`src/rtl/srx_pkg.sv`:
```
package srx_pkg;
  localparam int unsigned WORD_W_DEF   = 8;
  localparam int unsigned PORT_W_DEF   = 2;
  localparam int unsigned NUM_CH_DEF   = 2;
  localparam int unsigned SYNC_DEF     = 2;
  localparam int unsigned PORT_PFX_DEF = 'b11010;

  typedef enum logic {TAG_ADDR = 1'b0, TAG_CMD = 1'b1} word_tag_e;
endpackage

```
`src/rtl/srx_sync.sv`:
```
module srx_sync #(
  parameter int unsigned W      = 1,
  parameter int unsigned STAGES = 2
) (
  input  logic         clk_i,
  input  logic         rst_ni,
  input  logic [W-1:0] d_i,
  output logic [W-1:0] q_o
);
  logic [STAGES-1:0][W-1:0] chain_q;

  always_ff @(posedge clk_i or negedge rst_ni) begin
    if (!rst_ni) chain_q[0] <= '0;
    else         chain_q[0] <= d_i;
  end

  for (genvar s = 1; s < STAGES; s++) begin : g_stage
    always_ff @(posedge clk_i or negedge rst_ni) begin
      if (!rst_ni) chain_q[s] <= '0;
      else         chain_q[s] <= chain_q[s-1];
    end
  end

  assign q_o = chain_q[STAGES-1];
endmodule

```
`src/rtl/srx_edge.sv`:
```
module srx_edge #(
  parameter int unsigned W = 1
) (
  input  logic         clk_i,
  input  logic         rst_ni,
  input  logic [W-1:0] lvl_i,
  output logic [W-1:0] rise_o
);
  logic [W-1:0] prev_q;

  always_ff @(posedge clk_i or negedge rst_ni) begin
    if (!rst_ni) prev_q <= '0;
    else         prev_q <= lvl_i;
  end

  assign rise_o = lvl_i & ~prev_q;
endmodule

```
`src/rtl/srx_shift.sv`:
```
module srx_shift #(
  parameter int unsigned WORD_W = 8,
  localparam int unsigned CNT_W = $clog2(WORD_W + 1)
) (
  input  logic              clk_i,
  input  logic              rst_ni,
  input  logic              sample_i,
  input  logic              bit_i,
  input  logic              clear_i,
  output logic [WORD_W-1:0] word_o,
  output logic              full_o
);
  localparam logic [CNT_W-1:0] FULL_CNT = CNT_W'(WORD_W);

  logic [CNT_W-1:0]  cnt_q;
  logic [WORD_W-1:0] sh_q;

  always_ff @(posedge clk_i or negedge rst_ni) begin
    if (!rst_ni) begin
      cnt_q <= '0;
      sh_q  <= '0;
    end else if (clear_i) begin
      cnt_q <= '0;
    end else if (sample_i && cnt_q != FULL_CNT) begin
      cnt_q <= cnt_q + 1'b1;
      sh_q  <= {sh_q[WORD_W-2:0], bit_i};  // MSB first
    end
  end

  assign word_o = sh_q;
  assign full_o = (cnt_q == FULL_CNT);
endmodule

```
`src/rtl/srx_hold.sv`:
```
module srx_hold #(
  parameter int unsigned NUM_CH = 2
) (
  input  logic              clk_i,
  input  logic              rst_ni,
  input  logic [NUM_CH-1:0] take_i,
  input  logic [NUM_CH-1:0] ack_i,
  output logic [NUM_CH-1:0] free_o
);
  for (genvar c = 0; c < NUM_CH; c++) begin : g_ch
    logic free_q;
    always_ff @(posedge clk_i or negedge rst_ni) begin
      if (!rst_ni)        free_q <= 1'b1;
      else if (take_i[c]) free_q <= 1'b0;
      else if (ack_i[c])  free_q <= 1'b1;
    end
    assign free_o[c] = free_q;
  end
endmodule

```
`src/rtl/serial_cmd_rx.sv`:
```
module serial_cmd_rx
  import srx_pkg::*;
#(
  parameter int unsigned WORD_W   = WORD_W_DEF,
  parameter int unsigned PORT_W   = PORT_W_DEF,
  parameter int unsigned NUM_CH   = NUM_CH_DEF,
  parameter int unsigned SYNC     = SYNC_DEF,
  parameter int unsigned PORT_PFX = PORT_PFX_DEF,
  localparam int unsigned PL_W    = WORD_W - 1,
  localparam int unsigned PFX_W   = PL_W - PORT_W,
  localparam int unsigned CH_W    = (NUM_CH > 1) ? $clog2(NUM_CH) : 1
) (
  input  logic              clk_i,
  input  logic              rst_ni,
  input  logic              sd_i,
  input  logic              sck_i,
  input  logic              st_i,
  input  logic [CH_W-1:0]   ch_i,
  input  logic [NUM_CH-1:0] ack_i,
  output logic              word_valid_o,
  output logic              word_is_cmd_o,
  output logic [PL_W-1:0]   word_payload_o,
  output logic [CH_W-1:0]   word_ch_o,
  output logic              nar_o,
  output logic [PORT_W-1:0] port_o
);
  logic [1:0]        edge_lvl, edge_rise;
  logic [CH_W:0]     lvl_s;
  logic              sd_s, sck_rise, st_rise;
  logic [CH_W-1:0]   ch_s;
  logic [WORD_W-1:0] word;
  logic              cnt_full, is_port, accept;
  logic [NUM_CH-1:0] take, free_w;

  srx_sync #(.W(2), .STAGES(SYNC)) u_sync_edge (
    .clk_i, .rst_ni, .d_i({st_i, sck_i}), .q_o(edge_lvl));

  srx_sync #(.W(CH_W + 1), .STAGES(SYNC)) u_sync_lvl (
    .clk_i, .rst_ni, .d_i({ch_i, sd_i}), .q_o(lvl_s));

  srx_edge #(.W(2)) u_edge (
    .clk_i, .rst_ni, .lvl_i(edge_lvl), .rise_o(edge_rise));

  assign sd_s     = lvl_s[0];
  assign ch_s     = lvl_s[CH_W:1];
  assign sck_rise = edge_rise[0];
  assign st_rise  = edge_rise[1];

  srx_shift #(.WORD_W(WORD_W)) u_shift (
    .clk_i, .rst_ni, .sample_i(sck_rise), .bit_i(sd_s), .clear_i(st_rise),
    .word_o(word), .full_o(cnt_full));

  assign is_port = (word[WORD_W-1] == TAG_CMD) &&
                   (word[PL_W-1 -: PFX_W] == PFX_W'(PORT_PFX));
  assign accept  = st_rise && cnt_full && free_w[ch_s];

  always_comb begin
    take = '0;
    if (accept && !is_port) take[ch_s] = 1'b1;
  end

  srx_hold #(.NUM_CH(NUM_CH)) u_hold (
    .clk_i, .rst_ni, .take_i(take), .ack_i, .free_o(free_w));

  always_ff @(posedge clk_i or negedge rst_ni) begin
    if (!rst_ni) begin
      word_valid_o   <= 1'b0;
      word_is_cmd_o  <= 1'b0;
      word_payload_o <= '0;
      word_ch_o      <= '0;
      port_o         <= '0;
    end else begin
      word_valid_o <= accept && !is_port;
      if (accept && !is_port) begin
        word_is_cmd_o  <= word[WORD_W-1];
        word_payload_o <= word[PL_W-1:0];
        word_ch_o      <= ch_s;
      end
      if (accept && is_port) port_o <= word[PORT_W-1:0];
    end
  end

  assign nar_o = free_w[ch_s];
endmodule

```
`config.mk`:
```
export PLATFORM = sky130hd
export DESIGN_NAME = serial_cmd_rx
export DESIGN_NICKNAME = d
export VERILOG_FILES = /design/src/rtl/srx_pkg.sv /design/src/rtl/srx_sync.sv /design/src/rtl/srx_edge.sv /design/src/rtl/srx_shift.sv /design/src/rtl/srx_hold.sv /design/src/rtl/serial_cmd_rx.sv
export SDC_FILE = /design/constraint.sdc
export NUM_CORES = 1
export LEC_CHECK = 0
export BUFFER_PORTS_ARGS = -buffer_cell sky130_fd_sc_hd__buf_2
export CELL_PAD_IN_SITES_DETAIL_PLACEMENT = 1
export CELL_PAD_IN_SITES_GLOBAL_PLACEMENT = 2
export CORE_MARGIN = 4
export CORE_UTILIZATION = 35
export DETAILED_ROUTE_END_ITERATION = 10
export GPL_TIMING_DRIVEN = 0
export PLACE_DENSITY = 0.78
export SYNTH_ARGS = -nofsm -noshare
export SYNTH_HDL_FRONTEND = slang
export SYNTH_SLANG_ARGS = --single-unit
```
`constraint.sdc`:
```
create_clock -name clk_i -period 1.7 [get_ports clk_i]
set_input_delay 0.34 -clock clk_i [delete_from_list [all_inputs] [get_ports clk_i]]
set_output_delay 0.34 -clock clk_i [all_outputs]
set_load 0.01 [all_outputs]
```
==> flow_summary.toml <==
[synthesis]
synth_seq_cells = 36
synth_edf_count = 0
yosysWarningCount = 0
yosysUniqueCellTypes = 30
seq_area_frac_synth = 0.6344
syn_area_per_cell_um2 = 14.68
synthArstFlopShare = 1.000
postSynthCellCount = 97
synth_nets = 107
synthFlopType = "dfrtp_1"
syn_area_um2 = 1424

[detailed_routing]
wl_mm = 2.515
drtAntennaViolNets = 0
firstDrtPassIters = 3
wl_met1_mm = 1.066
vias_per_cell = 4.715
num_vias = 844
top_layer = "met4"
wl_met3_um = 155
drt_iter0_drc = 22
wl_per_cell_um = 14.05
wl_met2_mm = 1.255
drcViolationCount = 0

[global_route]
grt_max_degree = 37
grt_pass1_wl_mm = 4.429
antenna_found_initial = 0
grt_pass1_vias = 1001
grt_overflow = 0
grt_use_total = 0.1111

[sta]
hold_viol_final = 0
setup_violations = 0
slew_violations = 0
fin_skew_ns = 0.005455
period_needed_ns = 1.625
maxSlewHeadroom = 0.4867
fmax_mhz = 615.2
fin_crit_sh = 0.9562
worst_slew_pin_slew_ns = 0.7699
rsz0062_at_grt = "false"
setup_ws_ns = 0.07453

[cts]
htreeDepth = 2
clk_pin_slew_ns = 0.07
cts_max_path_buffers = 2
cts_sinks = 36
clk_latency_ns = 0.28
cts_tree = "done"
root_buffer = "clkbuf_8"
numCtsBuffers = 5

[floorplanning]
start_util = 0.3748
die_h_um = 71.78
pin_count = 21
die_area_um2 = 5152
die_w_um = 71.78
rows = 22
core_area_um2 = 3799

[setup_path]
max_stage_delay_ns = 0.41
crit_chain = "inv_1 > ha_2 > nand3b_4 > nor3b_4 > nand2_2 > mux2_4"
critPathKind = "register to register"
critPathLaunchType = "register"
cp_top_family = "simple AND/OR/NAND/NOR gates"
cp_num_buf_inv = 1
cp.arrival_ns = 1.80
cp_slowest_cell = "dfrtp_1"
crit_required_ns = 1.87
crit_fanout = 7
critPathCaptureType = "register"

[place]
post-place-ws_ns = -0.04202
placed_area_um2 = 1584
place_congestion = 0.6905
port_buffers = 20
dp_hpwl_mm = 1.797

[finish]
nFillCells = 414
layout_commonest_cell = "dfrtp_1"
drive_above_1_share = 0.4580
area_delta_synth_final_pct = 23.73
finish.utilization = 0.4638
layout.nets = 140
diodes = 0
mostFrequentLayoutCells = "34 x dfrtp_1, 20 x buf_2, 8 x mux2_2, 7 x clkbuf_8"
stdcell_area_um2 = 1762

[run_status]
status = "finished, final reports clean"

[hold_path]
hold_path_class = "primary input to async pin"

[power]
power.density_nw_per_um2 = 1182
irDropWorstVdd_uv = 605.8
power.leakage_uw = 0.0008625

[run]
maxCapViolCount = 0
[cell families after synthesis]
kind of cell | count (synthesis) | share of synthesized area
buffers and inverters | 4 | 0.01054
and+or+nand+nor | 26 | 0.1424
xor gates and xnor gates | 3 | 0.01846
AOI/OAI and AO/OA | 12 | 0.05800
adders and majority gates | 2 | 0.01757
DFF | 36 | 0.6344
muxes | 14 | 0.1186
[area by class of cell]
cell class | instances | area [µm²] | share of cell area
clock buffer | 7 | 96.34 | 0.05469
inverter | 4 | 15.01 | 0.008523
sequential | 36 | 903.4 | 0.5128
tap | 48 | 60.06 | 0.03409
timing repair buffer | 26 | 145.1 | 0.08239
multi-input combinational | 57 | 511.7 | 0.2905
clock inverter | 1 | 30.03 | 0.01705
[metal layers]
layer / vias up / track usage
li1: 398 / -
met1: 422 / 0.1257
met2: 20 / 0.1827
met3: 4 / 0.04208
met4: 0 / 0.05637
met5: - / 0
[registers in the layout (all words and copies together) (netlist names)]
signal / cells
port_o: 2
u_sync_lvl.q_o: 2
u_hold.g_ch.free_q: 2
u_sync_edge.chain_q: 2
word_ch_o: 1
u_shift.word_o: 8
word_is_cmd_o: 1
u_edge.prev_q: 2
word_valid_o: 1
u_sync_lvl.chain_q: 2
word_payload_o: 7
u_sync_edge.q_o: 2
u_shift.cnt_q: 4
[final timing paths]
kind                                        start                    end  slack, ns  depth (start not counted)
setup / recovery                 u_shift.cnt_q[1]              port_o[0]       0.07                          6
setup reg to reg                 u_shift.cnt_q[1]              port_o[0]       0.07                          6
max in group asynchronous                  rst_ni       u_shift.cnt_q[0]       1.08                          1
hold / removal                             rst_ni      u_sync_lvl.q_o[0]       0.13                          1
hold reg to reg            u_sync_edge.chain_q[1]     u_sync_edge.q_o[1]       0.35                          0
min in group clk_i                           sd_i  u_sync_lvl.chain_q[0]       0.16                          1
[synth_stat cells, drive strengths merged (2+ instances only)]
master / instances / area, µm²
and2: 2 / 13.77
nand2: 5 / 21.27
dfstp: 2 / 52.55
ha: 2 / 25.02
nor2: 7 / 42.54
mux2: 14 / 168.9
xor2: 2 / 17.52
a211oi: 2 / 20.02
inv: 4 / 15.01
nand3b: 2 / 40.04
o22a: 3 / 26.28
a21oi: 4 / 20.02
nor2b: 2 / 12.51
dfrtp: 34 / 850.8
nand3: 3 / 20.02
o21ai: 2 / 10.01
[stage by stage]
step                instances  total power, µW  hold WS [ns]  TNS, ns
finish                    179             2083        0.1254        0
global route              179             2191        0.1445        0
CTS                       177             2110        0.1457        0
detailed placement        165             1278        0.3363  -0.1176
global placement          165             1254        0.3325        0
floorplan                  97             1193       0.04441        0
[where the power goes]
group          internal [µW]  total [µW]  switching [µW]
Combinational            125         213            88.1
Clock                    517         810             293
Sequential               964        1060            95.4
Total                   1610        2080             476
[repair_timing]
action / 4_1_cts / 5_1_grt
resized for setup: 1 / 2
pin swaps: 1 / 1
endpoints found under the setup margin: 3 / 5
buffers inserted: 4 / 2
hold buffers: 0 / 0
Power figures use the tool's default switching activity.
